===== config.mk =====
export PLATFORM = sky130hd
export DESIGN_NAME = ctx_tag_unit
export DESIGN_NICKNAME = d
export VERILOG_FILES = /design/src/rtl/ctx_tag_pkg.sv /design/src/rtl/ctx_out_reg.sv /design/src/rtl/ctx_free_pool.sv /design/src/rtl/ctx_tag_unit.sv
export SDC_FILE = /design/constraint.sdc
export NUM_CORES = 1
export LEC_CHECK = 0
export ABC_AREA = 1
export BUFFER_PORTS_ARGS = -buffer_cell sky130_fd_sc_hd__buf_2
export CAP_MARGIN = 20
export CORE_MARGIN = 2
export CORE_UTILIZATION = 57
export CTS_CLUSTER_DIAMETER = 200
export DETAILED_ROUTE_END_ITERATION = 10
export PLACE_DENSITY = 0.93
export SLEW_MARGIN = 10
export SYNTH_ARGS = -nofsm -noshare
export SYNTH_HDL_FRONTEND = slang
export SYNTH_SLANG_ARGS = --single-unit
export TNS_END_PERCENT = 30

===== constraint.sdc =====
create_clock -name clk -period 3.9 [get_ports clk]
set_input_delay 0.78 -clock clk [delete_from_list [all_inputs] [get_ports clk]]
set_output_delay 0.78 -clock clk [all_outputs]
set_load 0.01 [all_outputs]

===== src/rtl/ctx_tag_pkg.sv =====
package ctx_tag_pkg;

    localparam int ACT_W   = 3;
    localparam int NEST_W  = 2;
    localparam int ITER_W  = 4;
    localparam int NUM_ACT = 1 << ACT_W;
    localparam int TAG_W   = ACT_W + NEST_W + ITER_W;

    typedef struct packed {
        logic [ACT_W-1:0]  act;
        logic [NEST_W-1:0] nest;
        logic [ITER_W-1:0] iter;
    } tag_t;

    typedef enum logic {
        K_OPEN  = 1'b0,
        K_CLOSE = 1'b1
    } region_op_e;

    function automatic tag_t step_iter(tag_t t);
        tag_t r;
        r      = t;
        r.iter = t.iter + 1'b1;
        return r;
    endfunction

    function automatic tag_t open_ctx(tag_t t, logic [ACT_W-1:0] id);
        tag_t r;
        r.act  = id;
        r.nest = t.nest + 1'b1;
        r.iter = '0;
        return r;
    endfunction

    function automatic logic nest_full(tag_t t);
        return t.nest == {NEST_W{1'b1}};
    endfunction

endpackage


===== src/rtl/ctx_out_reg.sv =====
module ctx_out_reg #(
    parameter int W = 8
) (
    input  logic         clk,
    input  logic         rst,
    input  logic         load,
    input  logic [W-1:0] d,
    input  logic         out_ready,
    output logic         out_valid,
    output logic [W-1:0] q,
    output logic         can_load
);
    assign can_load = !out_valid || out_ready;

    always_ff @(posedge clk) begin
        if (rst) begin
            out_valid <= 1'b0;
            q         <= '0;
        end else if (load) begin
            out_valid <= 1'b1;
            q         <= d;
        end else if (out_ready) begin
            out_valid <= 1'b0;
        end
    end
endmodule


===== src/rtl/ctx_free_pool.sv =====
module ctx_free_pool
    import ctx_tag_pkg::*;
(
    input  logic             clk,
    input  logic             rst,
    input  logic             alloc,
    input  tag_t             save_tag,
    output logic             avail,
    output logic [ACT_W-1:0] alloc_id,
    input  logic             rel_a,
    input  logic [ACT_W-1:0] rel_a_id,
    output tag_t             saved_a,
    input  logic             rel_b,
    input  logic [ACT_W-1:0] rel_b_id,
    output tag_t             saved_b
);
    logic [NUM_ACT-1:0] busy;
    tag_t               prior_tbl [NUM_ACT];

    // lowest free identifier, root (0) excluded
    always_comb begin
        avail    = 1'b0;
        alloc_id = '0;
        for (int i = NUM_ACT - 1; i >= 1; i--) begin
            if (!busy[i]) begin
                avail    = 1'b1;
                alloc_id = ACT_W'(i);
            end
        end
    end

    always_ff @(posedge clk) begin
        if (rst) begin
            busy <= '0;
        end else begin
            if (alloc) busy[alloc_id] <= 1'b1;
            if (rel_a) busy[rel_a_id] <= 1'b0;
            if (rel_b) busy[rel_b_id] <= 1'b0;
        end
    end

    always_ff @(posedge clk) begin
        if (alloc) prior_tbl[alloc_id] <= save_tag;
    end

    assign saved_a = prior_tbl[rel_a_id];
    assign saved_b = prior_tbl[rel_b_id];
endmodule


===== src/rtl/ctx_tag_unit.sv =====
module ctx_tag_unit
    import ctx_tag_pkg::*;
#(
    parameter int DATA_W = 16
) (
    input  logic              clk,
    input  logic              rst,
    input  logic              ent_in_valid,
    output logic              ent_in_ready,
    input  logic              ent_in_kind,
    input  logic [TAG_W-1:0]  ent_in_tag,
    input  logic [DATA_W-1:0] ent_in_data,
    output logic              ent_out_valid,
    input  logic              ent_out_ready,
    output logic [TAG_W-1:0]  ent_out_tag,
    output logic [DATA_W-1:0] ent_out_data,
    output logic              ent_err,
    input  logic              it_in_valid,
    output logic              it_in_ready,
    input  logic [TAG_W-1:0]  it_in_tag,
    input  logic [DATA_W-1:0] it_in_data,
    output logic              it_out_valid,
    input  logic              it_out_ready,
    output logic [TAG_W-1:0]  it_out_tag,
    output logic [DATA_W-1:0] it_out_data,
    input  logic              lx_in_valid,
    output logic              lx_in_ready,
    input  logic [TAG_W-1:0]  lx_in_tag,
    input  logic [DATA_W-1:0] lx_in_data,
    output logic              lx_out_valid,
    input  logic              lx_out_ready,
    output logic [TAG_W-1:0]  lx_out_tag,
    output logic [DATA_W-1:0] lx_out_data,
    output logic              note_valid,
    output logic [ACT_W-1:0]  note_outer_act,
    output logic [ACT_W-1:0]  note_freed_act
);
    localparam int TOK_W = TAG_W + DATA_W;

    tag_t ent_t, it_t, lx_t;
    assign ent_t = tag_t'(ent_in_tag);
    assign it_t  = tag_t'(it_in_tag);
    assign lx_t  = tag_t'(lx_in_tag);

    logic             ent_free, it_free, lx_free;
    logic             pool_avail;
    logic [ACT_W-1:0] pool_id;
    tag_t             saved_ent, saved_lx;

    // region path
    logic ent_open, ent_full, ent_fire, ent_rel;
    tag_t ent_next;
    assign ent_open     = region_op_e'(ent_in_kind) == K_OPEN;
    assign ent_full     = nest_full(ent_t);
    assign ent_in_ready = ent_free && (!ent_open || (pool_avail && !ent_full));
    assign ent_fire     = ent_in_valid && ent_in_ready;
    assign ent_rel      = ent_fire && !ent_open && (ent_t.act != '0);
    assign ent_err      = ent_in_valid && ent_open && ent_full;

    always_comb begin
        if (ent_open)               ent_next = open_ctx(ent_t, pool_id);
        else if (ent_t.act == '0)   ent_next = ent_t;
        else                        ent_next = saved_ent;
    end

    // iteration path
    logic it_fire;
    assign it_in_ready = it_free;
    assign it_fire     = it_in_valid && it_in_ready;

    // loop-exit path
    logic lx_fire, lx_rel;
    tag_t lx_next;
    assign lx_in_ready = lx_free;
    assign lx_fire     = lx_in_valid && lx_in_ready;
    assign lx_rel      = lx_fire && (lx_t.act != '0);
    assign lx_next     = (lx_t.act == '0) ? lx_t : saved_lx;

    always_ff @(posedge clk) begin
        if (rst) begin
            note_valid     <= 1'b0;
            note_outer_act <= '0;
            note_freed_act <= '0;
        end else begin
            note_valid <= lx_rel;
            if (lx_rel) begin
                note_outer_act <= saved_lx.act;
                note_freed_act <= lx_t.act;
            end
        end
    end

    ctx_free_pool u_pool (
        .clk      (clk),
        .rst      (rst),
        .alloc    (ent_fire && ent_open),
        .save_tag (ent_t),
        .avail    (pool_avail),
        .alloc_id (pool_id),
        .rel_a    (ent_rel),
        .rel_a_id (ent_t.act),
        .saved_a  (saved_ent),
        .rel_b    (lx_rel),
        .rel_b_id (lx_t.act),
        .saved_b  (saved_lx)
    );

    ctx_out_reg #(.W(TOK_W)) u_ent_reg (
        .clk       (clk),
        .rst       (rst),
        .load      (ent_fire),
        .d         ({ent_next, ent_in_data}),
        .out_ready (ent_out_ready),
        .out_valid (ent_out_valid),
        .q         ({ent_out_tag, ent_out_data}),
        .can_load  (ent_free)
    );

    ctx_out_reg #(.W(TOK_W)) u_it_reg (
        .clk       (clk),
        .rst       (rst),
        .load      (it_fire),
        .d         ({step_iter(it_t), it_in_data}),
        .out_ready (it_out_ready),
        .out_valid (it_out_valid),
        .q         ({it_out_tag, it_out_data}),
        .can_load  (it_free)
    );

    ctx_out_reg #(.W(TOK_W)) u_lx_reg (
        .clk       (clk),
        .rst       (rst),
        .load      (lx_fire),
        .d         ({lx_next, lx_in_data}),
        .out_ready (lx_out_ready),
        .out_valid (lx_out_valid),
        .q         ({lx_out_tag, lx_out_data}),
        .can_load  (lx_free)
    );
endmodule


==> reports/metrics.cfg <==
[status]
status = finished, final reports clean

[pwr]
pwr_density_cell_nw_per_um2 = 464
peakVddDrop_v = 0.000328
total_power_uw = 3730
p_leak_uw = 0.00369

[critical_path]
slowest_delay_ns = 0.75
critPathKind = in2reg
r2r_slack_ns = 1.58
worstPathArrival_ns = 2.76
slowest_stage = clkinv_1
r2r_cells = 5
startpoint_type = input port
cp_cell_sequence = buf_2 -> inv_1 -> nand2_1 -> nand2_1 -> clkinv_1 -> o21ai_0 -> a21oi_1
required_ns = 4.19
crit_top_cell = nand2_1
crit_fanout = 28
end_kind = flop
worst_r2r_endpoint = u_it_reg.q[19]$_SDFFE_PP0P_
r2r-start = u_it_reg.out_valid$_SDFFE_PP0P_

[timing]
slew_headroom_pct = 40.3
hold_viol_final = 0
skew_ns = 0.00824
tightest_slew_ns = 0.892
fin_tns_setup_ns = 0
setup_viol = 0
period_minus_slack_ns = 2.47
period_share_pct = 63.3
holdWs_ns = 0.442
timing.fmax_mhz = 405
rsz0062_at_grt = no
finalMaxSlewViolations = 0

[routing]
vias = 6257
ant_nets = 0
avgViaCountPerCell = 5.68
drc = 0
drt_first_pass_iters = 6
drtIter0Drc = 831
routedWlPerCell_um = 16.8
wirelength_um = 18600

[layout]
final_cell_mix = buf_2, nand2_1, nor2_1
syn2layout_area_growth_pct = 21.9
seq_area_um2 = 3730
fin_nets = 1032
multi_input_area_um2 = 2400
n_antenna_cell = 0
fin_util_pct = 70.8
layout.cells.most_common = buf_2
fill_cells = 840
layout-drive-gt1-share_pct = 25.0

[clocking]
cts_buffer_depth = 2
clk_pin_slew_ns = 0.06
cts_hold_buf = 0
cts.repair.resized = 0
root_buffer = clkbuf_16
cts_tree = yes
cts_buffers = 17
h-tree-depth = 4
clock-sinks = 155
clk_latency_ns = 0.43
cts_setup_buffers = 0

[hold_path]
worstHoldStart = u_ent_reg.q[9]$_SDFFE_PP0N_
min_to = u_ent_reg.q[9]$_SDFFE_PP0N_
hold_depth = 2
hold_path.class = reg2reg

[floorplanning]
initial_core_util_pct = 58.1
row_count = 39
core_um2 = 11400
die_area_um2 = 12500
ios = 173
die_h_um = 112
die_x_um = 112

[place]
gp_congestion = 0.959
dp_hpwl_um = 12600
port_buffers = 172

[global_route]
grt-ovfl-total = 0
grt_pass1_vias = 5758
grt_pass1_wl_um = 28800
busiest_layer = met2
grt_antenna_before_repair = 0
grt_max_degree = 79
use_met1_pct = 36.4
track_usage_pct = 29.6
grtUsageMet2_pct = 48.0
grtUsageMet3_pct = 7.57

[synthesis]
synth_cell_type_count = 35
syn_area_um2 = 6600
ys_async_sr_fraction_pct = 0
ys.warnings.count = 0
yosys-top-cells-area = edfxtp_1, dfxtp_1, nand2_1
seq_area_frac_synth_pct = 56.5
synth_top_area_share_pct = 28.7
avgSynthCellArea_um2 = 8.43
synthCells = 783
syn_nets = 869
synth_ff_type = dfxtp_1
synth_seq_cells = 155
synth_edf_count = 63
synth_largest_area_cell = edfxtp_1

[flow_run]
drv_cap = 0

[where the power goes]
group	leakage [uW]	internal [uW]	switching, uW
Combinational	0.00209	157	288
Clock	0.000274	848	639
Sequential	0.00133	1760	37.2
Total	0.00369	2770	964
[Yosys cell counts, types with 4 or more instances]
library cell / n
dfxtp_1: 92
o221ai_1: 6
o21ai_0: 76
o21ai_1: 24
nor2_2: 4
a21oi_1: 48
nor2_1: 117
clkbuf_1: 14
nand2_1: 141
inv_2: 12
inv_1: 73
o211ai_1: 9
nand2_2: 4
nand4_1: 4
edfxtp_1: 63
buf_2: 11
nor3_1: 16
nand3_1: 39
or2_2: 9
[cell families after synthesis]
logic type | after synthesis | synth area share (%)
AOI/OAI and AO/OA | 166 | 13.4
xor gates and xnor gates | 2 | 0.265
adders and majority gates | 2 | 0.379
buffers and inverters | 116 | 7.14
DFF | 155 | 56.5
and+or+nand+nor | 342 | 22.3
[critical path, delay by kind of cell]
kind,cells,cell delay [ns]
buffers and inverters,3,0.90
and+or+nand+nor,2,0.58
AOI/OAI and AO/OA,2,0.50
[how the worst max path moves through the flow]
stage,start,endpoint,depth (start not counted)
6_report,it_out_ready,u_it_reg.q[19]$_SDFFE_PP0P_,7
5_1_grt,it_out_ready,u_it_reg.q[16]$_SDFFE_PP0P_,7
4_1_cts,it_out_ready,u_it_reg.q[19]$_SDFFE_PP0P_,7
3_5_place_dp,it_out_ready,u_it_reg.q[19]$_SDFFE_PP0P_,7
3_3_place_gp,it_out_ready,u_it_reg.q[18]$_SDFFE_PP0P_,7
2_1_floorplan,ent_in_tag[4],u_pool.prior_tbl[2][0]$_DFFE_PP_,6
[per-layer routing]
layer  wire length, um  part of all wire [%]  vias up
li1                  -                     -     2923
met3              2020                    11       73
met4               849                   4.6        0
met5                 0                     0        -
met2              8800                    47      433
met1              6880                    37     2828
[flip-flops by register name, summed over array words and instances, names as in the netlist]
name and flops:
u_ent_reg.out_valid 1, u_ent_reg.q 25, u_it_reg.out_valid 1, u_lx_reg.q 25, note_outer_act 3, u_lx_reg.out_valid 1
u_it_reg.q 25, u_pool.busy 7, u_pool.prior_tbl 63, note_valid 1, note_freed_act 3
[area by class of cell]
type / instances / area share (%)
clock buffer: 21 / 5.75
tap: 143 / 2.22
sequential: 155 / 46.4
clock inverter: 11 / 0.808
multi-input combinational: 512 / 29.8
inverter: 86 / 4.01
timing repair buffer: 174 / 11.0
[stage by stage]
step,setup slack [ns],cells,area [um^2]
after floorplan,1.43,783,6600
after global placement,1.11,1069,7500
after detailed placement,1.01,1069,7500
after CTS,1.45,1101,8030
after global routing,1.19,1102,8050
final,1.43,1102,8050
No activity file was read; power rests on OpenSTA's default activity.
